[config.mk]
export PLATFORM = sky130hd
export DESIGN_NAME = oca_top
export DESIGN_NICKNAME = d
export VERILOG_FILES = /design/src/rtl/oca_pkg.sv /design/src/rtl/oca_blank_gate.sv /design/src/rtl/oca_accum.sv /design/src/rtl/oca_divider.sv /design/src/rtl/oca_peak.sv /design/src/rtl/oca_top.sv
export SDC_FILE = /design/constraint.sdc
export NUM_CORES = 1
export LEC_CHECK = 0
export BUFFER_PORTS_ARGS = -buffer_cell sky130_fd_sc_hd__clkbuf_2
export CORE_ASPECT_RATIO = 0.75
export CORE_MARGIN = 4
export CORE_UTILIZATION = 55
export DETAILED_ROUTE_END_ITERATION = 10
export PLACE_DENSITY = 0.83
export SLEW_MARGIN = 40
export SYNTH_ARGS = -nofsm -noshare
export SYNTH_HDL_FRONTEND = slang
export SYNTH_HIERARCHICAL = 1
export SYNTH_SLANG_ARGS = --single-unit
[constraint.sdc]
create_clock -name clk -period 2.3 [get_ports clk]
set_input_delay 0.575 -clock clk [delete_from_list [all_inputs] [get_ports clk]]
set_output_delay 0.575 -clock clk [all_outputs]
set_load 0.01 [all_outputs]
[src/rtl/oca_pkg.sv]
package oca_pkg;
  typedef enum logic {
    DIV_IDLE = 1'b0,
    DIV_RUN  = 1'b1
  } div_state_e;
endpackage

[src/rtl/oca_blank_gate.sv]
module oca_blank_gate #(
  parameter int BLANK_CYC = 14
) (
  input  logic clk,
  input  logic rst_n,
  input  logic pulse_on,
  input  logic smp_vld,
  output logic blanked,
  output logic qual,
  output logic pulse_end
);
  localparam int AGE_W = $clog2(BLANK_CYC + 1);
  localparam logic [AGE_W-1:0] BLANK_V = AGE_W'(BLANK_CYC);

  logic             on_q;
  logic [AGE_W-1:0] age_q;
  logic [AGE_W-1:0] age_nx;

  // age counts earlier high cycles of this pulse, saturating at the window
  always_comb begin
    if (!pulse_on)           age_nx = '0;
    else if (age_q == BLANK_V) age_nx = age_q;
    else                     age_nx = age_q + 1'b1;
  end

  always_ff @(posedge clk) begin
    if (!rst_n) begin
      on_q  <= 1'b0;
      age_q <= '0;
    end else begin
      on_q  <= pulse_on;
      age_q <= age_nx;
    end
  end

  assign blanked   = pulse_on && (age_q < BLANK_V);
  assign qual      = pulse_on && !blanked && smp_vld;
  assign pulse_end = on_q && !pulse_on;
endmodule

[src/rtl/oca_accum.sv]
module oca_accum #(
  parameter int SENSE_W = 12,
  parameter int CNT_W   = 10
) (
  input  logic                     clk,
  input  logic                     rst_n,
  input  logic                     qual,
  input  logic                     pulse_end,
  input  logic [SENSE_W-1:0]       smp_code,
  output logic [SENSE_W+CNT_W-1:0] sum_o,
  output logic [CNT_W-1:0]         cnt_o,
  output logic                     snap_ok
);
  localparam int SUM_W = SENSE_W + CNT_W;

  logic [SUM_W-1:0] sum_q;
  logic [CNT_W-1:0] cnt_q;
  logic             cnt_full;

  assign cnt_full = &cnt_q;

  always_ff @(posedge clk) begin
    if (!rst_n || pulse_end) begin
      sum_q <= '0;
      cnt_q <= '0;
    end else if (qual && !cnt_full) begin
      sum_q <= sum_q + {{CNT_W{1'b0}}, smp_code};
      cnt_q <= cnt_q + 1'b1;
    end
  end

  assign sum_o   = sum_q;
  assign cnt_o   = cnt_q;
  assign snap_ok = pulse_end && (cnt_q != '0);

  AST_RESTART_EACH_PULSE: assert property (@(posedge clk) disable iff (!rst_n)
    pulse_end |=> (cnt_q == '0));
endmodule

[src/rtl/oca_divider.sv]
module oca_divider
  import oca_pkg::*;
#(
  parameter int NUM_W = 24,
  parameter int DEN_W = 10,
  parameter int OUT_W = 14
) (
  input  logic             clk,
  input  logic             rst_n,
  input  logic             load,
  input  logic [NUM_W-1:0] num,
  input  logic [DEN_W-1:0] den,
  output logic [OUT_W-1:0] avg_o,
  output logic             upd_o
);
  localparam int STEP_W = $clog2(NUM_W + 1);
  localparam int PAIR_W = DEN_W + 1 + NUM_W;
  localparam logic [NUM_W-1:0] MAXQ = {{(NUM_W-OUT_W){1'b0}}, {OUT_W{1'b1}}};

  // one restoring step: shift remainder/quotient left, subtract if it fits
  function automatic logic [PAIR_W-1:0] div_step(
    input logic [DEN_W:0]   rem,
    input logic [NUM_W-1:0] quo,
    input logic [DEN_W-1:0] d
  );
    logic [DEN_W:0]   r;
    logic [NUM_W-1:0] q;
    r = {rem[DEN_W-1:0], quo[NUM_W-1]};
    q = {quo[NUM_W-2:0], 1'b0};
    if (r >= {1'b0, d}) begin
      r    = r - {1'b0, d};
      q[0] = 1'b1;
    end
    return {r, q};
  endfunction

  function automatic logic [OUT_W-1:0] clip(input logic [NUM_W-1:0] q);
    if (q > MAXQ) return {OUT_W{1'b1}};
    return q[OUT_W-1:0];
  endfunction

  div_state_e        st_q;
  logic [DEN_W:0]    rem_q;
  logic [NUM_W-1:0]  quo_q;
  logic [DEN_W-1:0]  den_q;
  logic [STEP_W-1:0] step_q;
  logic [PAIR_W-1:0] nxt;
  logic [DEN_W:0]    rem_nx;
  logic [NUM_W-1:0]  quo_nx;
  logic              last_step;

  assign nxt       = div_step(rem_q, quo_q, den_q);
  assign rem_nx    = nxt[PAIR_W-1:NUM_W];
  assign quo_nx    = nxt[NUM_W-1:0];
  assign last_step = (st_q == DIV_RUN) && (step_q == STEP_W'(1));

  always_ff @(posedge clk) begin
    if (!rst_n) begin
      st_q   <= DIV_IDLE;
      rem_q  <= '0;
      quo_q  <= '0;
      den_q  <= '0;
      step_q <= '0;
      avg_o  <= '0;
      upd_o  <= 1'b0;
    end else begin
      upd_o <= 1'b0;
      if (load) begin
        st_q   <= DIV_RUN;
        rem_q  <= '0;
        quo_q  <= num;
        den_q  <= den;
        step_q <= STEP_W'(NUM_W);
      end else if (st_q == DIV_RUN) begin
        rem_q  <= rem_nx;
        quo_q  <= quo_nx;
        step_q <= step_q - 1'b1;
        if (last_step) begin
          st_q  <= DIV_IDLE;
          avg_o <= clip(quo_nx);
          upd_o <= 1'b1;
        end
      end
    end
  end

  AST_LOAD_HAS_SAMPLES: assert property (@(posedge clk) disable iff (!rst_n)
    load |-> (den != '0));
  AST_HOLD_BETWEEN_UPDATES: assert property (@(posedge clk) disable iff (!rst_n)
    !upd_o |-> $stable(avg_o));
endmodule

[src/rtl/oca_peak.sv]
module oca_peak #(
  parameter int SENSE_W   = 12,
  parameter int PEAK_CODE = 2048
) (
  input  logic               clk,
  input  logic               rst_n,
  input  logic               qual,
  input  logic               blanked,
  input  logic [SENSE_W-1:0] smp_code,
  output logic               ovc
);
  localparam logic [SENSE_W-1:0] PEAK_V = SENSE_W'(PEAK_CODE);

  assign ovc = qual && (smp_code > PEAK_V);

  AST_NO_FLAG_IN_BLANK: assert property (@(posedge clk) disable iff (!rst_n)
    ovc |-> !blanked);
endmodule

[src/rtl/oca_top.sv]
module oca_top #(
  parameter int SENSE_W   = 12,
  parameter int OUT_W     = 14,
  parameter int CNT_W     = 10,
  parameter int BLANK_CYC = 14,
  parameter int PEAK_CODE = 2048
) (
  input  logic               clk,
  input  logic               rst_n,
  input  logic               pulse_on,
  input  logic               smp_vld,
  input  logic [SENSE_W-1:0] smp_code,
  output logic [OUT_W-1:0]   avg_out,
  output logic               avg_upd,
  output logic               ovc_flag
);
  localparam int SUM_W = SENSE_W + CNT_W;
  localparam int NUM_W = SUM_W + 2;

  logic             blanked;
  logic             qual;
  logic             pulse_end;
  logic [SUM_W-1:0] sum_w;
  logic [CNT_W-1:0] cnt_w;
  logic             snap_ok;

  oca_blank_gate #(.BLANK_CYC(BLANK_CYC)) u_gate (
    .clk(clk), .rst_n(rst_n), .pulse_on(pulse_on), .smp_vld(smp_vld),
    .blanked(blanked), .qual(qual), .pulse_end(pulse_end)
  );

  oca_accum #(.SENSE_W(SENSE_W), .CNT_W(CNT_W)) u_acc (
    .clk(clk), .rst_n(rst_n), .qual(qual), .pulse_end(pulse_end),
    .smp_code(smp_code), .sum_o(sum_w), .cnt_o(cnt_w), .snap_ok(snap_ok)
  );

  oca_divider #(.NUM_W(NUM_W), .DEN_W(CNT_W), .OUT_W(OUT_W)) u_div (
    .clk(clk), .rst_n(rst_n), .load(snap_ok), .num({sum_w, 2'b00}),
    .den(cnt_w), .avg_o(avg_out), .upd_o(avg_upd)
  );

  oca_peak #(.SENSE_W(SENSE_W), .PEAK_CODE(PEAK_CODE)) u_peak (
    .clk(clk), .rst_n(rst_n), .qual(qual), .blanked(blanked),
    .smp_code(smp_code), .ovc(ovc_flag)
  );

  AST_SINGLE_STROBE: assert property (@(posedge clk) disable iff (!rst_n)
    avg_upd |=> !avg_upd);
  AST_FLAG_NEEDS_PULSE: assert property (@(posedge clk) disable iff (!rst_n)
    ovc_flag |-> (pulse_on && smp_vld));
endmodule

==> results of run 1 <==
worst max-delay path, cell delays in order (launching register included):
cell and delay, ns:
dfxtp_1 0.44, nand3_1 0.12, nor2_2 0.17, buf_4 0.15, nand2_1 0.08, a31oi_1 0.17
clkbuf_2 0.17
path summary, 6_finish.rpt:
kind                        start         endpoint  slack (ns)  cells past startpoint
hold / removal    u_acc/sum_o[21]  u_acc/sum_o[21]        0.50                      2
hold reg to reg   u_acc/sum_o[21]  u_acc/sum_o[21]        0.50                      2
setup / recovery  u_gate/age_q[1]         ovc_flag        0.09                      6
setup reg to reg   u_div/den_q[6]   u_div/rem_q[1]        0.09                      9
registers in the layout, summed over array words and instances (netlist names):
signal        count
u_div/den_q      10
u_div/quo_q      24
u_div/upd_o       1
u_acc/sum_o      22
u_gate/on_q       1
u_gate/age_q      4
u_acc/cnt_o      10
u_div/st_q        1
u_div/avg_o      14
u_div/step_q      5
u_div/rem_q      10
stage by stage:
| stage | worst slack (ns) | area [µm²] | std cells |
|---|---|---|---|
| detailed placement | -0.2428 | 6182 | 812 |
| floorplan | -0.06222 | 5655 | 639 |
| CTS | 0.03175 | 6464 | 828 |
| global placement | -0.1989 | 6182 | 812 |
| finish | 0.08556 | 6536 | 829 |
| global route | -0.05848 | 6536 | 829 |
layer usage:
layer	up-vias	share of wire	global-route usage
met3	20	0.061	0.04591
met5	-	0	0
li1	2421	-	-
met4	0	0.012	0.05474
met2	160	0.45	0.3507
met1	2314	0.48	0.3135
final cells by class:
class	instances	area, µm²	share of cell area
timing repair buffer	77	529.3	0.08097
clock inverter	7	55.05	0.008423
multi-input combinational	475	3413	0.5222
inverter	27	101.3	0.01551
sequential	102	2047	0.3132
clock buffer	9	225.2	0.03446
tap	132	165.2	0.02527
power breakdown:
| group | internal (µW) | total, µW | switching [µW] | leakage [µW] |
|---|---|---|---|---|
| combinational | 59.4 | 145 | 85.5 | 0.00155 |
| clock | 747 | 1440 | 693 | 0.000138 |
| sequential | 1770 | 1770 | 2.93 | 0.000824 |
what timing repair did:
item / CTS / global route
resized for setup: 1 / 10
cloned: 0 / 1
pin swaps: 0 / 0
setup endpoints to repair: 1 / 21
hold buffers: 0 / 0
==> out/qor.csv, run 1 <==
metric,value,unit
diodes inserted,0,
Via density,5.929,
DIE WIDTH,124.7,µm
pwr dens,513.3,mW/mm²
Port Buffers,31,
# rows,31,
number of max-cap violations,0,
"commonest cells after routing, fill and taps aside","dfxtp_1 (98), nand2_1 (64), o21ai_0 (47)",
initial antenna violation count,0,
DRC,0,
Filler Cells Inserted,756,
GP Congestion,0.9559,
final net count,738,
Setup TNS Final,0,ns
# clock sinks,102,
clk buf depth,2,
"most common cell after layout, fill and taps aside",dfxtp_1,
CP Class,reg2out,
DP Wirelength,9.752,mm
crit start category,flip-flop,
drt pass-1 iters,5,
final setup fails,0,
clock-pin slew on the worst setup and hold paths,0.07,ns
syn avg cell area,8.800,µm²
share of layout cells above drive strength 1,0.1894,
routed via count,4915,
Final Total Pwr,3355,µW
core area,0.009813,mm²
height of the die,95.50,µm
hold crit path type,reg2reg,
H-tree Lvls,3,
Fmax,451.6,MHz
crit end category,output pin,
worst endpoint data arrival time,1.64,ns
final slew viol count,0,
gr usage total,0.2221,
clock root buffer,clkbuf_16,
Worst Max-Slew Pin Slew,1.127,ns
number of global-route vias before repair,4499,
clock skew,0.008052,ns
global-route wire length before repair,21.99,mm
status,finished clean,
DR iter-0 viols,490,
Synth Cell Area,0.005614,mm²
cts bufs inserted,9,
LEAKAGE,0.002507,µW
Layout area overhead,16.43,%
total gr overflow,0,
clk_lat worst skew,0.35,ns
Fin. Hold Viols,0,
CTS tree,done,
largest net degree at the start of global routing,44,
Worst Path Required,1.73,ns
drt wl/cell,16.37,µm
Slew headroom,0.2417,
WL final,13.57,mm
Post-Synthesis Cells,638,
Max VDD drop,0.3464,mV
antenna-violating nets left,0,
Syn. warnings,6,
post-layout util,0.6661,
final hold slack,0.5039,ns
period utilization,0.9628,
die area,0.01190,mm²
"Setup Fix Bufs, Post-CTS",0,
initial core utilization,0.5721,
Ports,32,
Final Critical Period,2.214,ns
"Max FO, Critical Path",6,
No activity file was read; power rests on OpenSTA's default activity.
==> run 2: changes to the inputs <==
- CORE_MARGIN: 4 -> 10
==> run 2 against run 1 <==
Clock skew is 0.0029 ns lower. Clock power is 3% higher. Total power is 1.3% higher. Register-to-register slack hardly changed.
==> out/qor.csv, run 2 (synthesis results as in run 1) <==
metric,value,unit
worst-path cell chain,ha_4 -> inv_2 -> fa_2 -> and2b_1 -> o31a_2 -> a21oi_4 -> a311oi_4 -> buf_6 -> a21oi_1 -> a31o_2,
antenna-violating nets left,0,
DIE WIDTH,136.7,µm
power share of the combinational group,0.041,
clock skew,0.005198,ns
die area,0.01469,mm²
crit path max-delay cell type,dfxtp_2,
placed cell area,0.006140,mm²
"commonest cells after routing, fill and taps aside","dfxtp_1 (97), nand2_1 (64), o21ai_0 (47)",
DP Wirelength,9.696,mm
pwr dens,523.6,mW/mm²
H-tree Lvls,3,
net switching power,813.4,µW
Worst Max-Slew Pin Slew,0.9980,ns
routed via count,4977,
initial antenna violation count,1,
Biggest register,u_div/quo_q,
cts bufs inserted,9,
DRC,0,
Worst path max stage delay,0.36,ns
"Max FO, Critical Path",9,
total gr overflow,0,
period utilization,0.9610,
max reg flops,24,
Ports,32,
share of layout cells above drive strength 1,0.1861,
final setup fails,0,
worst path buffer plus inverter count,2,
Slew headroom,0.3285,
internal power,2584,µW
GP Congestion,0.9045,
cell area after layout,0.006489,mm²
crit start category,flip-flop,
CP Class,reg2reg,
drt wl/cell,16.64,µm
clock network fraction of total power,0.438,
drt pass-1 iters,5,
status,finished clean,
diodes inserted,0,
"most common cell after layout, fill and taps aside",dfxtp_1,
gr usage total,0.1845,
Hold Crit Depth,2,
final cell count without fillers,825,
hold_buf cts,0,
"worst slack, placed",-0.2474,ns
crit-path leading delay family,compound AO/OA/AOI/OAI gates,
Hold Startpoint,u_acc/sum_o[21],
Worst Path Required,2.54,ns
# clock sinks,102,
clock root buffer,clkbuf_16,
reg2reg start,u_acc/sum_o[0],
Port Buffers,31,
Fin. Hold Viols,0,
Setup WS post-layout,0.08970,ns
Final Critical Period,2.210,ns
clk_lat worst skew,0.35,ns
post-layout util,0.6612,
Flop pwr share,0.521,
final net count,734,
number of global-route vias before repair,4599,
crit end category,flip-flop,
final slew viol count,0,
clock-pin slew on the worst setup and hold paths,0.07,ns
Via density,6.033,
Max VDD drop,0.4478,mV
launch point of the worst path,u_acc/sum_o[0],
WL final,13.73,mm
initial core utilization,0.5721,
number of max-cap violations,0,
clk buf depth,2,
CTS tree,done,
DR iter-0 viols,543,
largest net degree at the start of global routing,55,
Sw Share,0.2394,
# rows,31,
LEAKAGE,0.002485,µW
global-route wire length before repair,22.54,mm
hold crit path type,reg2reg,
core area,0.009813,mm²
Placed Cells,808,
critical path depth,10,
Layout area overhead,15.58,%
height of the die,107.5,µm
worst endpoint data arrival time,2.45,ns
r2r worst-path depth,10,
Fmax,452.4,MHz
[run 2: changes by cell type in the layout (fill, tap and decap cells not counted), moves of 2 or more]
| cell | previous run | this run |
|---|---|---|
| buf_4 | 43 | 40 |
| clkinv_2 | 2 | 0 |
| ha_2 | 0 | 2 |
| inv_6 | 2 | 0 |
| inv_8 | 1 | 3 |
| o21ai_2 | 2 | 0 |
[run 2: worst paths after layout]
path | slack [ns] | to
hold reg to reg | 0.48 | u_acc/sum_o[21]
setup / recovery | 0.09 | u_acc/sum_o[18]
setup reg to reg | 0.09 | u_acc/sum_o[18]
hold / removal | 0.48 | u_acc/sum_o[21]
[run 2: through the flow]
stage	TNS (ns)	total power, µW	hold WS (ns)
2_1_floorplan	-0.2247	1887	0.4414
3_5_place_dp	-1.861	1947	0.4718
4_1_cts	0	3418	0.4797
3_3_place_gp	-1.262	1943	0.4587
5_1_grt	-0.1353	3500	0.5171
6_report	0	3398	0.4759
[run 2: what timing repair did]
action | CTS | global route
setup endpoints to repair | 0 | 17
setup buffers | 0 | 0
resized for setup | 0 | 11
[run 2: layer usage]
layer  up-vias  track usage  routed length [µm]
li1       2412            -                   -
met1      2348       0.2506                6418
met2       187       0.2874                6255
met3        28      0.04571                 867
met4         2      0.04325                 174
met5         -            0                  13
[run 2: worst min-delay path: stages (launching register included)]
cell and delay (ns):
dfxtp_1 0.33, nand2_1 0.06, o21ai_1 0.05
[run 2: power groups by stage]
stage / Clock, µW / Sequential, µW / Combinational (µW)
final: 1490 / 1770 / 139
after floorplan: 0 / 1810 / 76.6
after detailed placement: 0 / 1810 / 136
after CTS: 1510 / 1770 / 137
after global placement: 0 / 1810 / 132
after global routing: 1580 / 1770 / 153
[run 2: area by class of cell]
cell class	count	area (µm²)
multi-input combinational	475	3396
fill	768	3324
sequential	102	2048
timing repair buffer	73	486.7
clock buffer	9	225.2
tap	132	165.2
inverter	27	101.3
clock inverter	7	66.31
==> run 3: changes to the inputs <==
- CORE_ASPECT_RATIO: 0.75 -> 0.8
- CORE_UTILIZATION: 55 -> 40
- PLACE_DENSITY: 0.83 -> 0.65
==> run 3 against run 2 <==
First-iteration DRC count shrank 43%. Sequential power is essentially flat. Die area grew 31%. Clock-buffer cell count grew 1. Worst hold slack lost 0.0025 ns. Flip-flop and latch count is the same. Maximum frequency grew 0.61%. Global-route usage shrank 5.2 points. Cell count grew 7.3%.
==> out/qor.csv, run 3 (synthesis results as in run 1) <==
metric,value,unit
status,finished clean,
post-layout util,0.4890,
total gr overflow,0,
final slew viol count,0,
DRC,0,
Layout area overhead,18.85,%
CTS tree,done,
height of the die,126.0,µm
grt met3 use,0.02449,
drt pass-1 iters,5,
clock skew,0.005667,ns
Sw Share,0.2125,
max reg flops,24,
DIE WIDTH,152.5,µm
initial core utilization,0.4114,
internal power,2816,µW
hold_buf cts,0,
worst endpoint data arrival time,2.46,ns
power share of the combinational group,0.040,
clk buf depth,2,
# rows,38,
crit start category,flip-flop,
most used routing layer,met2,
CP Class,reg2reg,
Max VDD drop,0.4482,mV
gr usage total,0.1323,
crit end category,flip-flop,
hold crit path type,reg2reg,
WL final,13.64,mm
"Max FO, Critical Path",12,
net switching power,760.0,µW
DR iter-0 viols,311,
clock network fraction of total power,0.465,
diodes inserted,0,
H-tree Lvls,3,
"most common cell after layout, fill and taps aside",dfxtp_1,
"commonest cells after routing, fill and taps aside","dfxtp_1 (100), nand2_1 (64), buf_4 (51)",
initial antenna violation count,0,
Port Buffers,31,
Biggest register,u_div/quo_q,
Filler Cells Inserted,1270,
Placed Cells,860,
final cell count without fillers,885,
cell area after layout,0.006673,mm²
pwr dens,536.0,mW/mm²
DP Wirelength,9.883,mm
routed via count,4808,
GP Congestion,0.8490,
final hold slack,0.4734,ns
Worst Path Required,2.56,ns
number of global-route vias before repair,4459,
Reg area,0.002044,mm²
Fmax,455.2,MHz
period utilization,0.9551,
LEAKAGE,0.002574,µW
core area,0.01365,mm²
Ports,32,
clock root buffer,clkbuf_16,
largest net degree at the start of global routing,55,
met2 usage,0.1996,
placed cell area,0.006242,mm²
final setup fails,0,
clock-pin slew on the worst setup and hold paths,0.07,ns
final net count,746,
Slew headroom,0.2805,
share of layout cells above drive strength 1,0.1943,
Final Critical Period,2.197,ns
Fin. Hold Viols,0,
Via density,5.433,
clk_lat worst skew,0.34,ns
number of max-cap violations,0,
global-route wire length before repair,21.95,mm
cts bufs inserted,9,
Multi-input gate area,0.003382,mm²
Flop pwr share,0.495,
met1 Use GR,0.1888,
# clock sinks,102,
Worst Max-Slew Pin Slew,1.069,ns
drt wl/cell,15.41,µm
antenna-violating nets left,0,
die area,0.01920,mm²
==> run 3: power by group through the flow <==
stage | Clock [µW] | Combinational [µW] | Sequential (µW)
5_1_grt | 1770 | 156 | 1770
6_report | 1660 | 144 | 1770
4_1_cts | 1700 | 142 | 1770
3_5_place_dp | 0 | 141 | 1810
3_3_place_gp | 0 | 137 | 1810
2_1_floorplan | 0 | 76.6 | 1810
==> run 3: final timing paths <==
path / from / to / slack, ns / cells after the start
worst min register to register: u_acc/sum_o[21] / u_acc/sum_o[21] / 0.47 / 2
worst min-delay path: u_acc/sum_o[21] / u_acc/sum_o[21] / 0.47 / 2
worst max-delay path: u_div/den_q[8] / u_div/rem_q[1] / 0.10 / 8
worst max register to register: u_div/den_q[8] / u_div/rem_q[1] / 0.10 / 8
==> run 3: stage by stage <==
stage	power (µW)	TNS, ns	worst slack [ns]
finish	3576	0	0.1032
CTS	3610	0	0.002671
detailed placement	1952	-2.146	-0.2966
global placement	1948	-1.607	-0.2462
global route	3693	-0.1314	-0.02038
floorplan	1887	-0.2247	-0.06222
==> run 3: routing by layer <==
metal / share of wire / up-vias / wire length [µm]
met3: 0.044 / 19 / 603
li1: - / 2422 / -
met4: 0.015 / 0 / 203
met2: 0.43 / 141 / 5800
met1: 0.52 / 2226 / 7034
met5: 0 / - / 0
==> run 3: layout make-up <==
| type | count | area share |
|---|---|---|
| clock buffer | 10 | 0.03581 |
| clock inverter | 6 | 0.01369 |
| inverter | 27 | 0.01519 |
| multi-input combinational | 475 | 0.5068 |
| sequential | 102 | 0.3064 |
| tap | 180 | 0.03375 |
| timing repair buffer | 85 | 0.08832 |
==> run 3: repair_timing <==
action	4_1_cts	5_1_grt
setup endpoints to repair	0	23
setup buffers	0	8
gates resized for setup	0	6
==> run 3: worst max-delay path, cell delays in order (launching register included) <==
cell and delay, ns:
dfxtp_1 0.34, inv_1 0.06, ha_1 0.34, a21o_1 0.21
a2111oi_2 0.40, o21ai_1 0.15, buf_6 0.18, mux2_2 0.27
o21ai_0 0.16
